**src/rtl/addr_override_ctrl.sv**
```systemverilog
module addr_override_ctrl #(
  parameter int AW    = 12,
  parameter int DEPTH = 4096
) (
  input  logic          clk,
  input  logic          rst_n,
  input  logic          en,
  input  logic [5:0]    ovr_n,
  input  logic [5:0]    hold_mode,
  input  logic          catch_a,
  input  logic          catch_b,
  input  logic [2:0]    op_mode,
  input  logic [AW-1:0] rd_preset,
  input  logic [AW-1:0] wb_preset,
  input  logic [AW-1:0] wa_preset,
  output logic [AW-1:0] rd_ptr,
  output logic [AW-1:0] wb_ptr,
  output logic [AW-1:0] wa_ptr,
  output logic [AW-1:0] mark_a,
  output logic [AW-1:0] mark_b
);

  localparam logic [AW-1:0] LAST = AW'(DEPTH - 1);

  logic [5:0] sync1, sync2, sync3;
  logic [5:0] fall, act;

  always_ff @(posedge clk or negedge rst_n)
    if (!rst_n) begin
      sync1 <= '1;
      sync2 <= '1;
      sync3 <= '1;
    end else begin
      sync1 <= ovr_n;
      sync2 <= sync1;
      sync3 <= sync2;
    end

  assign fall = sync3 & ~sync2;
  assign act  = (hold_mode & ~sync2) | (~hold_mode & fall);

  function automatic logic [AW-1:0] step_ptr(input logic [AW-1:0] p,
                                              input logic [AW-1:0] pre,
                                              input logic set, input logic clr,
                                              input logic inc);
    if (clr)      return '0;
    else if (set) return pre;
    else if (inc) return (p == LAST) ? '0 : p + AW'(1);
    else          return p;
  endfunction

  logic take_a, take_b;
  assign take_a = act[1] & ~act[0] & catch_a;
  assign take_b = act[3] & ~act[2] & catch_b & op_mode[2];

  always_ff @(posedge clk or negedge rst_n)
    if (!rst_n) begin
      rd_ptr <= '0;
      wb_ptr <= '0;
      wa_ptr <= '0;
      mark_a <= '0;
      mark_b <= '0;
    end else begin
      rd_ptr <= step_ptr(rd_ptr, rd_preset, act[5], act[4], en);
      wb_ptr <= step_ptr(wb_ptr, wb_preset, act[3], act[2], en);
      wa_ptr <= step_ptr(wa_ptr, wa_preset, act[1], act[0], en);
      if (take_a) mark_a <= wa_preset;
      if (take_b) mark_b <= wb_preset;
    end

endmodule

```
**config.mk**
```make
export PLATFORM = sky130hd
export DESIGN_NAME = addr_override_ctrl
export DESIGN_NICKNAME = d
export VERILOG_FILES = /design/src/rtl/addr_override_ctrl.sv
export SDC_FILE = /design/constraint.sdc
export NUM_CORES = 1
export LEC_CHECK = 0
export BUFFER_PORTS_ARGS = -buffer_cell sky130_fd_sc_hd__buf_4
export CELL_PAD_IN_SITES_DETAIL_PLACEMENT = 1
export CELL_PAD_IN_SITES_GLOBAL_PLACEMENT = 1
export CORE_MARGIN = 2
export CORE_UTILIZATION = 43
export CTS_BUF_LIST = sky130_fd_sc_hd__clkbuf_16
export DETAILED_ROUTE_END_ITERATION = 10
export PLACE_DENSITY_LB_ADDON = 0.1
export SLEW_MARGIN = 20
export SYNTH_ARGS = -nofsm -noshare
export SYNTH_HDL_FRONTEND = slang
export SYNTH_SLANG_ARGS = --single-unit
```
**constraint.sdc**
```tcl
create_clock -name clk -period 4.3 [get_ports clk]
set_input_delay 0.86 -clock clk [delete_from_list [all_inputs] [get_ports clk]]
set_output_delay 0.86 -clock clk [all_outputs]
set_load 0.05 [all_outputs]
```
==> results of run 1 <==
[power breakdown]
group	switching (mW)	total, mW	internal (mW)
sequential	0.0895	0.925	0.836
clock	0.297	0.861	0.564
combinational	0.466	0.712	0.245
total	0.853	2.50	1.64
[metrics by stage]
stage / cell area, um2 / setup slack (ns)
2_1_floorplan: 3770 / 2.27
3_3_place_gp: 4690 / 1.86
3_5_place_dp: 4690 / 1.84
4_1_cts: 5030 / 2.19
5_1_grt: 5030 / 2.10
6_report: 5030 / 2.19
[cell usage in the layout (no fill, tap or decap), types with 7 or more instances in the layout]
master     instances
dfrtp_1           60
and3_1            14
a211oi_1           9
mux2_2            15
buf_4            114
nor2_1            19
a22oi_1           10
inv_1              7
clkbuf_16          9
xnor2_1            7
nand4_1           11
a21oi_1            7
xor2_1             9
nand2_1           27
nand3_1           16
dfstp_2           18
o211ai_1           8
mux2_4            10
[sequential cells by signal, summed over array words and instances, names as in the netlist]
name,flops
mark_b,12
sync3,6
mark_a,12
sync2,6
rd_ptr,12
wa_ptr,12
wb_ptr,12
sync1,6
[Yosys cell counts, types with 7 or more instances]
master	n
nor2_1	19
mux2_4	10
mux2_2	15
xnor2_1	7
a21oi_1	7
xor2_1	9
nand3_1	16
o211ai_1	8
nand4_1	11
and3_1	14
a211oi_1	9
a22oi_1	10
nand2_1	27
dfrtp_1	60
dfstp_2	18
[layer usage]
metal,track usage (%),vias up,routed length [um]
li1,-,1471,-
met1,30.5,1634,4570
met2,40.3,101,5520
met3,5.25,12,526
met4,6.20,0,96
met5,0,-,0
[kinds of logic (layout without fill, tap and decap cells)]
family	after synthesis	in the layout	synth area share, %
mux	25	25	8.46
fa+ha+maj	3	3	0.995
buf+inv	16	136	2.42
compound gates	75	75	14.9
simple gates	118	118	17.1
xor+xnor	16	16	3.71
flops	78	78	52.3
[worst max path at each step]
stage / from / endpoint / slack (ns) / cells after the start
5_1_grt: en / wb_ptr[8] / 2.10 / 5
2_1_floorplan: hold_mode[2] / mark_b[10] / 2.27 / 5
4_1_cts: hold_mode[0] / mark_a[2] / 2.19 / 5
3_3_place_gp: hold_mode[0] / mark_a[2] / 1.86 / 5
3_5_place_dp: hold_mode[0] / mark_a[1] / 1.84 / 5
6_report: hold_mode[0] / mark_a[2] / 2.19 / 5
[final cells by class]
class | count | area (um2)
Clock buffer | 9 | 225
Clock inverter | 7 | 114
Fill cell | 923 | 3560
Inverter | 6 | 22.5
Multi-Input combinational cell | 237 | 1710
Sequential cell | 78 | 1970
Tap cell | 108 | 135
Timing Repair Buffer | 114 | 856
[worst max-delay path: stages]
cell and delay, ns:
buf_4 0.11, o21ba_1 0.33, nor2_4 0.32, nand2_2 0.31
mux2_4 0.39
==> summary.md, run 1 <==
| Metric | Value |
|---|---|
| Setup crit end kind | `flop` |
| Min Tclk post-route | `2.11 ns` |
| DP Wirelength | `7410 um` |
| Hold Buf Count CTS | `0` |
| CP Launch Type | `input pin` |
| Hold Path Sink | `sync2[3]` |
| Via count | `3218` |
| Boundary pin count | `116` |
| GRT Overall Usage | `23.6%` |
| Power Dens Cells | `496 mW/mm2` |
| Initial drt markers | `133` |
| CTS buffer count | `9` |
| Total Wirelength | `10700 um` |
| Final period util | `49.0%` |
| Overall Power | `2.50 mW` |
| Area delta synth->final | `33.4%` |
| Final hold violation count | `0` |
| DIE AREA | `0.00954 mm2` |
| Top cell type's share of synthesized area | `39.8%` |
| Slew at the pin with the worst max-slew slack | `1.03 ns` |
| Asr flop ratio synth | `100%` |
| Post-CTS sizing | `0` |
| Worst Skew | `0.00823 ns` |
| Rel. slew slack | `31.2%` |
| Final-stage net count | `505` |
| Core Rows | `34` |
| Final ANT Viol Nets | `0` |
| Status | `finished clean` |
| RSZ-0062 raised after global routing | `no` |
| Synth warn | `0` |
| Cell variety after synth | `54` |
| Root buffer cell | `clkbuf_16` |
| Hold Path Class | `reg -> reg` |
| Reg2Reg Setup Slack | `2.31 ns` |
| Area leader, netlist | `dfrtp_1` |
| Clock-pin slew on the worst setup and hold paths | `0.06 ns` |
| RePlAce Congestion | `0.848` |
| CTS H-tree depth | `3` |
| FF-to-FF path depth | `4` |
| Final Non-Filler Cells | `559` |
| Die Width | `97.7 um` |
| Share of cells above drive strength 1 | `41.2%` |
| Top_reg_cell synth | `dfrtp_1` |
| Post-synth EDFFs | `0` |
| # Max-Cap Violations | `0` |
| RR Startpoint | `sync3[0]` |
| Utilization after layout | `58.6%` |
| Initial core utilization | `43.9%` |
| CP required | `4.51 ns` |
| Via-to-Cell Ratio | `5.76` |
| Clk sinks | `78` |
| Start point of the worst hold path | `sync1[3]` |
| Crit path DAT | `2.32 ns` |
| Post-Route Setup TNS | `0 ns` |
| Setup violations, final | `0` |
| Initial antenna violation count | `0` |
| Synth Register Bits | `78` |
| Placed Instances | `543` |
| Drt first pass iters | `4` |
| Die Ht | `97.7 um` |
| IO Port Bufs | `113` |
| Hold WS | `0.353 ns` |
| Residual DRC | `0` |
| Critical path peak fanout | `12` |
| First-pass GRT wire length | `18000 um` |
| Vias in the first global route | `3469` |
| TritonCTS clock tree | `yes` |
| R2R Path End | `mark_a[10]` |
| VDD IR-drop max | `275 uV` |
| Largest net degree at the start of global routing | `79` |
| Core area | `0.00859 mm2` |
| Post-synthesis sequential area ratio | `52.3%` |
| Synthesized area | `0.00377 mm2` |
| Antenna cells | `0` |
| Hold depth | `0` |
| Grt total ovfl | `0` |
| Setup CP Type | `in -> reg` |
| Top cells by area, synth | `dfrtp_1 (40%), dfstp_2 (13%), mux2_2 (4.5%), mux2_4 (4.0%), nand2_1 (2.7%)` |
| Clock Latency Late Sink | `0.33 ns` |
| Routed WL per cell | `19.2 um` |
| Leak pwr | `2.27 nW` |
| FMAX | `474 MHz` |
| Syn avg cell area | `11.4 um2` |
| Slew Viols, Final | `0` |
| Syn Nets | `390` |
| Clock buffer depth | `2` |
| # Post-CTS Setup Buffers | `0` |
| Mapped Cells | `331` |
(Power assumes the default switching activity.)
==> run 2, diff against run 1 <==
--- a/config.mk
+++ b/config.mk
@@ -5,11 +5,12 @@
 export SDC_FILE = /design/constraint.sdc
 export NUM_CORES = 1
 export LEC_CHECK = 0
+export ABC_AREA = 1
 export BUFFER_PORTS_ARGS = -buffer_cell sky130_fd_sc_hd__buf_4
 export CELL_PAD_IN_SITES_DETAIL_PLACEMENT = 1
 export CELL_PAD_IN_SITES_GLOBAL_PLACEMENT = 1
 export CORE_MARGIN = 2
-export CORE_UTILIZATION = 43
+export CORE_UTILIZATION = 34
 export CTS_BUF_LIST = sky130_fd_sc_hd__clkbuf_16
 export DETAILED_ROUTE_END_ITERATION = 10
 export PLACE_DENSITY_LB_ADDON = 0.1
==> constraint.sdc (replaced) <==
create_clock -name clk -period 1.7 [get_ports clk]
set_input_delay 0.34 -clock clk [delete_from_list [all_inputs] [get_ports clk]]
set_output_delay 0.34 -clock clk [all_outputs]
set_load 0.05 [all_outputs]
==> run 2 against run 1 <==
Against the previous run:
- die area increased by 33%
- first-iteration DRC count increased by 2.3%
- worst hold slack got worse by 0.25 ns
- count of clock-buffer cells in the layout is the same
- register-to-register slack got worse by 2.2 ns
- sequential power grew to 2.5 times the previous value
- sequential share of layout area shrank 2.9 points
- sequential cell count stayed put
- cell count rose by 40%
- worst setup slack lost 2.1 ns
==> summary.md, run 2 <==
| Metric | Value |
|---|---|
| Status | `finished clean` |
| CTS H-tree depth | `3` |
| Top cells by area, synth | `dfrtp_1 (38%), nand2_1 (16%), dfstp_2 (12%), inv_1 (4.8%), o21ai_0 (4.5%)` |
| Via count | `3786` |
| Boundary pin count | `116` |
| Most common cell in the synthesized netlist | `nand2_1` |
| Core area | `0.0115 mm2` |
| Asr flop ratio synth | `100%` |
| Final ANT Viol Nets | `0` |
| R2R Path End | `wa_ptr[2]` |
| FF-to-FF path depth | `7` |
| Setup violations, final | `0` |
| RR Startpoint | `sync3[1]` |
| Initial drt markers | `136` |
| GRT Overall Usage | `20.2%` |
| Slowest stage delay, CP | `0.52 ns` |
| Root buffer cell | `clkbuf_16` |
| Mapped Cells | `496` |
| Setup CP Type | `reg -> reg` |
| Largest net degree at the start of global routing | `33` |
| Final-stage net count | `692` |
| Share of cells above drive strength 1 | `31.8%` |
| Slew Viols, Final | `0` |
| Utilization after layout | `47.4%` |
| Top cell type's share of synthesized area | `37.5%` |
| Die Width | `112 um` |
| Post-Route Setup TNS | `0 ns` |
| Antenna cells | `0` |
| VDD IR-drop max | `576 uV` |
| Final hold violation count | `0` |
| Top Layer Used | `met4` |
| WP buf/inv | `2` |
| First-pass GRT wire length | `20500 um` |
| Clock Latency Late Sink | `0.34 ns` |
| RePlAce Congestion | `0.841` |
| Most common cell after layout, fill and taps aside | `nand2_1` |
| Setup crit end kind | `flop` |
| Fill count | `1394` |
| Syn avg cell area | `8.06 um2` |
| Post-synth EDFFs | `0` |
| Pre-CTS setup slack | `0.0972 ns` |
| TritonCTS clock tree | `yes` |
| Post-synthesis sequential area ratio | `49.4%` |
| CTS buffer count | `9` |
| Worst path slowest cell | `dfstp_2` |
| # Max-Cap Violations | `0` |
| Grt total ovfl | `0` |
| Rel. slew slack | `75.8%` |
| Crit path DAT | `1.79 ns` |
| DR WL met2 | `6010 um` |
| Overall Power | `6.01 mW` |
| Hold depth | `1` |
| Final period util | `92.5%` |
| Leak pwr | `2.82 nW` |
| CP Launch Type | `flop` |
| Start point of the worst hold path | `ovr_n[5]` |
| Clock-pin slew on the worst setup and hold paths | `0.06 ns` |
| Total Wirelength | `12000 um` |
| Residual DRC | `0` |
| Placed Instances | `764` |
| Commonest cells after routing, fill and taps aside | `nand2_1 (173), buf_4 (131), dfrtp_1 (59), inv_1 (50), o21ai_0 (36)` |
| Setup WS post-layout | `0.128 ns` |
| FF/Latch Area | `0.00198 mm2` |
| Area delta synth->final | `36.0%` |
| Initial antenna violation count | `0` |
| Critical path peak fanout | `13` |
| Top_reg_cell synth | `dfrtp_1` |
| Cell variety after synth | `34` |
| Reg2Reg Setup Slack | `0.13 ns` |
| DP Wirelength | `9380 um` |
| Via-to-Cell Ratio | `4.85` |
| Multi-input gate area | `0.00174 mm2` |
| WL met1 | `5270 um` |
| Synthesized area | `0.00400 mm2` |
| Vias in the first global route | `4142` |
| DIE AREA | `0.0126 mm2` |
| CP delay by family, top | `flip-flops` |
| # Post-CTS Setup Buffers | `0` |
| FMAX | `636 MHz` |
| Drt first pass iters | `4` |
| RSZ-0062 raised after global routing | `no` |
| Syn Nets | `555` |
| Synth warn | `0` |
| Area leader, netlist | `dfrtp_1` |
| Final Non-Filler Cells | `781` |
| IO Port Bufs | `113` |
| Worst Skew | `0.00602 ns` |
| Hold Path Class | `in -> reg` |
| Power Dens Cells | `1110 mW/mm2` |
| Initial core utilization | `34.9%` |
| Synth top cells by count | `nand2_1 (174), dfrtp_1 (60), inv_1 (51), o21ai_0 (36), nor2_1 (29)` |
| Synth Register Bits | `78` |
| Met3 Wirelength | `634 um` |
| Min Tclk post-route | `1.57 ns` |
| Die Ht | `112 um` |
| Core Rows | `39` |
| Hold Path Sink | `sync1[5]` |
| Clk sinks | `78` |
| CP required | `1.91 ns` |
| Slew at the pin with the worst max-slew slack | `0.363 ns` |
| Routed WL per cell | `15.4 um` |
| Crit-path cells | `nor2_1 -> nor2_2 -> inv_2 -> nand3_2 -> inv_1 -> nand2_1 -> o21ai_0` |
| Clock buffer depth | `2` |
-- run 2: cell types whose count changed after synthesis, moves of 9 or more --
| cell | before | now |
|---|---|---|
| nor2_1 | 19 | 29 |
| mux2_2 | 15 | 5 |
| nand2_1 | 27 | 174 |
| inv_1 | 6 | 51 |
| mux2_4 | 10 | 0 |
| o21ai_1 | 0 | 11 |
| a22oi_1 | 10 | 0 |
| a211oi_1 | 9 | 0 |
| and3_1 | 14 | 0 |
| o21ai_0 | 6 | 36 |
-- run 2: worst reg2reg max path, delay by kind of cell (launching register included) --
family	cells	cell delay (ns)
AOI/OAI and AO/OA	1	0.08
buffers and inverters	2	0.34
and+or+nand+nor	4	0.51
DFF	1	0.52
-- run 2: worst max-delay path by stage --
stage                             from   endpoint  slack, ns  cells past startpoint
after detailed placement  hold_mode[1]  wa_ptr[2]        0.1                      8
after floorplan              wb_ptr[0]  wb_ptr[0]     0.0009                      8
after CTS                     sync3[1]  wa_ptr[2]       0.12                      7
final                         sync3[1]  wa_ptr[2]       0.13                      7
after global placement    hold_mode[1]  wa_ptr[8]       0.16                      8
after global routing          sync3[1]  wa_ptr[2]      0.003                      7
-- run 2: power by group --
part           leakage, nW  switching, mW  internal [mW]  total, mW
combinational         1.73           1.32          0.624       1.94
clock                0.126          0.777          0.975       1.75
sequential           0.957          0.206           2.11       2.32
total                 2.82           2.30           3.71       6.01
-- run 2: cell type report --
cell class              instances  area share [%]
clock inverters                 7           0.759
repair buffers                135            19.4
multi-input cells             351            32.1
clock buffers                   9            4.14
well taps                     143            3.29
flip-flops and latches         78            36.3
inverters                      58            4.00
-- run 2: cell families (layout without fill, tap and decap cells) --
logic type	count (synthesis)	after routing	share of synthesized area, %
buffers and inverters	67	209	7.07
DFF	78	78	49.4
adders and majority gates	3	3	0.939
AOI/OAI and AO/OA	79	79	11.0
muxes	5	5	1.41
xor gates and xnor gates	9	9	1.97
and+or+nand+nor	255	255	28.3
-- run 2: through the flow --
stage / instance area (um2) / hold slack [ns]
floorplan: 4000 / 0.0444
global placement: 5160 / 0.281
detailed placement: 5160 / 0.280
CTS: 5430 / 0.0887
global route: 5440 / 0.0923
finish: 5440 / 0.101
-- run 2: layer usage --
metal  vias to the layer above  global-route usage (%)
met3                         9                    4.86
met1                      1840                    25.5
li1                       1857                       -
met4                         0                    5.77
met5                         -                       0
met2                        80                    34.7
-- run 2: what timing repair did --
action                                 4_1_cts  5_1_grt
resized for setup                            0        3
hold buffers                                 1        0
endpoints found under the hold margin       11        0
setup endpoints to repair                    0        4
==> run 3, diff against run 2 <==
--- a/config.mk
+++ b/config.mk
@@ -9,12 +9,12 @@
 export BUFFER_PORTS_ARGS = -buffer_cell sky130_fd_sc_hd__buf_4
 export CELL_PAD_IN_SITES_DETAIL_PLACEMENT = 1
 export CELL_PAD_IN_SITES_GLOBAL_PLACEMENT = 1
-export CORE_MARGIN = 2
-export CORE_UTILIZATION = 34
+export CORE_MARGIN = 3
+export CORE_UTILIZATION = 40
 export CTS_BUF_LIST = sky130_fd_sc_hd__clkbuf_16
 export DETAILED_ROUTE_END_ITERATION = 10
 export PLACE_DENSITY_LB_ADDON = 0.1
-export SLEW_MARGIN = 20
+export SLEW_MARGIN = 10
 export SYNTH_ARGS = -nofsm -noshare
 export SYNTH_HDL_FRONTEND = slang
 export SYNTH_SLANG_ARGS = --single-unit
==> constraint.sdc (replaced) <==
create_clock -name clk -period 2 [get_ports clk]
set_input_delay 0.4 -clock clk [delete_from_list [all_inputs] [get_ports clk]]
set_output_delay 0.4 -clock clk [all_outputs]
set_load 0.05 [all_outputs]
==> run 3 against run 2 <==
Against the previous run:
- sequential power is 14% lower
- worst hold slack worse by 0.099 ns
- largest power group unchanged
- worst setup slack better by 0.24 ns
- clock skew is 0.0011 ns lower
- largest cell class unchanged
- cell count is 3.8% lower
- cell area is 2.9% lower
- critical endpoint is now mark_a[11]
- combinational power is 18% lower
==> summary.md, run 3 (synthesis results as in run 2) <==
| Metric | Value |
|---|---|
| Via count | `3814` |
| # Max-Cap Violations | `0` |
| FMAX | `613 MHz` |
| Area delta synth->final | `31.9%` |
| Die Width | `106 um` |
| IO Port Bufs | `113` |
| Post-CTS sizing | `0` |
| GRT Overall Usage | `22.2%` |
| Drt first pass iters | `4` |
| Worst Skew | `0.00495 ns` |
| Setup violations, final | `0` |
| Die Ht | `106 um` |
| Routed WL per cell | `16.1 um` |
| Slew Viols, Final | `0` |
| Largest net degree at the start of global routing | `48` |
| Residual DRC | `0` |
| FF/Latch Area | `0.00197 mm2` |
| Overall Power | `5.10 mW` |
| Hold Buf Count CTS | `0` |
| Total Wirelength | `12100 um` |
| Crit-path cells | `nor2_1 -> nor2_2 -> nand3_2 -> mux2_2` |
| Setup crit end kind | `flop` |
| Initial antenna violation count | `0` |
| Fill count | `1196` |
| Initial drt markers | `131` |
| Clock Latency Late Sink | `0.33 ns` |
| Slew at the pin with the worst max-slew slack | `0.440 ns` |
| Root buffer cell | `clkbuf_16` |
| Slowest stage delay, CP | `0.52 ns` |
| Final Non-Filler Cells | `751` |
| Vias in the first global route | `4070` |
| Via-to-Cell Ratio | `5.08` |
| Core area | `0.00946 mm2` |
| CP Launch Type | `flop` |
| Share of cells above drive strength 1 | `29.9%` |
| Antenna cells | `0` |
| Setup CP Type | `reg -> reg` |
| Leak pwr | `2.73 nW` |
| Final period util | `81.6%` |
| Final hold violation count | `0` |
| CTS buffer count | `9` |
| VDD IR-drop max | `542 uV` |
| Post-Route Setup TNS | `0 ns` |
| Min Tclk post-route | `1.63 ns` |
| Power Dens Cells | `967 mW/mm2` |
| # Post-CTS Setup Buffers | `0` |
| Multi-input gate area | `0.00174 mm2` |
| TritonCTS clock tree | `yes` |
| Most common cell after layout, fill and taps aside | `nand2_1` |
| RePlAce Congestion | `0.898` |
| Critical path peak fanout | `19` |
| Clk sinks | `78` |
| Hold Path Class | `in -> async` |
| Commonest cells after routing, fill and taps aside | `nand2_1 (174), buf_4 (118), dfrtp_1 (60), inv_1 (51), o21ai_0 (36)` |
| Reg2Reg Setup Slack | `0.37 ns` |
| Core Rows | `35` |
| CTS H-tree depth | `3` |
| Crit path DAT | `1.85 ns` |
| Clock buffer depth | `2` |
| Initial core utilization | `42.3%` |
| Final-stage net count | `676` |
| Clock-pin slew on the worst setup and hold paths | `0.06 ns` |
| First-pass GRT wire length | `19900 um` |
| Grt total ovfl | `0` |
| Boundary pin count | `116` |
| Rel. slew slack | `70.6%` |
| Worst path slowest cell | `dfstp_2` |
| DIE AREA | `0.0112 mm2` |
| RSZ-0062 raised after global routing | `no` |
| Final ANT Viol Nets | `0` |
| Status | `finished clean` |
| DP Wirelength | `9180 um` |
| Placed Instances | `735` |
| CP required | `2.22 ns` |
run 3: path summary, 6_finish.rpt:
check	startpoint	endpoint	cells after the start
setup / recovery	sync3[1]	mark_a[11]	4
setup reg to reg	sync3[1]	mark_a[11]	4
min in group clk	ovr_n[4]	sync1[4]	1
max in group asynchronous	rst_n	sync2[1]	2
hold / removal	rst_n	rd_ptr[9]	1
hold reg to reg	sync1[0]	sync2[0]	0
run 3: critical path: cells and delay by family, from the launching register on:
family	cells	cell delay [ns]
multiplexers	1	0.40
AND/OR/NAND/NOR	3	0.59
flip-flops	1	0.52
run 3: layout make-up:
cell class              instances  share of cell area (%)
clock buffers                   9                    4.27
clock inverters                 7                   0.949
inverters                      58                    4.13
multi-input cells             351                    33.0
flip-flops and latches         78                    37.4
well taps                     129                    3.06
repair buffers                119                    17.2
run 3: stage by stage:
stage / worst slack [ns] / utilization, % / area (um2) / hold slack [ns]
2_1_floorplan: 0.301 / - / 4000 / 0.104
3_3_place_gp: 0.384 / 52.9 / 5000 / 0.346
3_5_place_dp: 0.332 / 52.9 / 5000 / 0.347
4_1_cts: 0.334 / 55.8 / 5280 / 0.0103
5_1_grt: 0.236 / 55.8 / 5280 / 0.0206
6_report: 0.367 / 55.8 / 5280 / 0.00266
run 3: report_power, final:
part | switching (mW) | internal (mW) | total [mW]
registers | 0.200 | 1.80 | 2.00
logic | 1.10 | 0.492 | 1.59
clock network | 0.676 | 0.842 | 1.52
run 3: per-layer routing:
metal	vias to the layer above	track usage [%]	routed length [um]
li1	1828	-	-
met3	17	7.41	788
met2	111	38.3	6130
met5	-	0	0
met1	1858	26.5	5010
met4	0	5.92	200
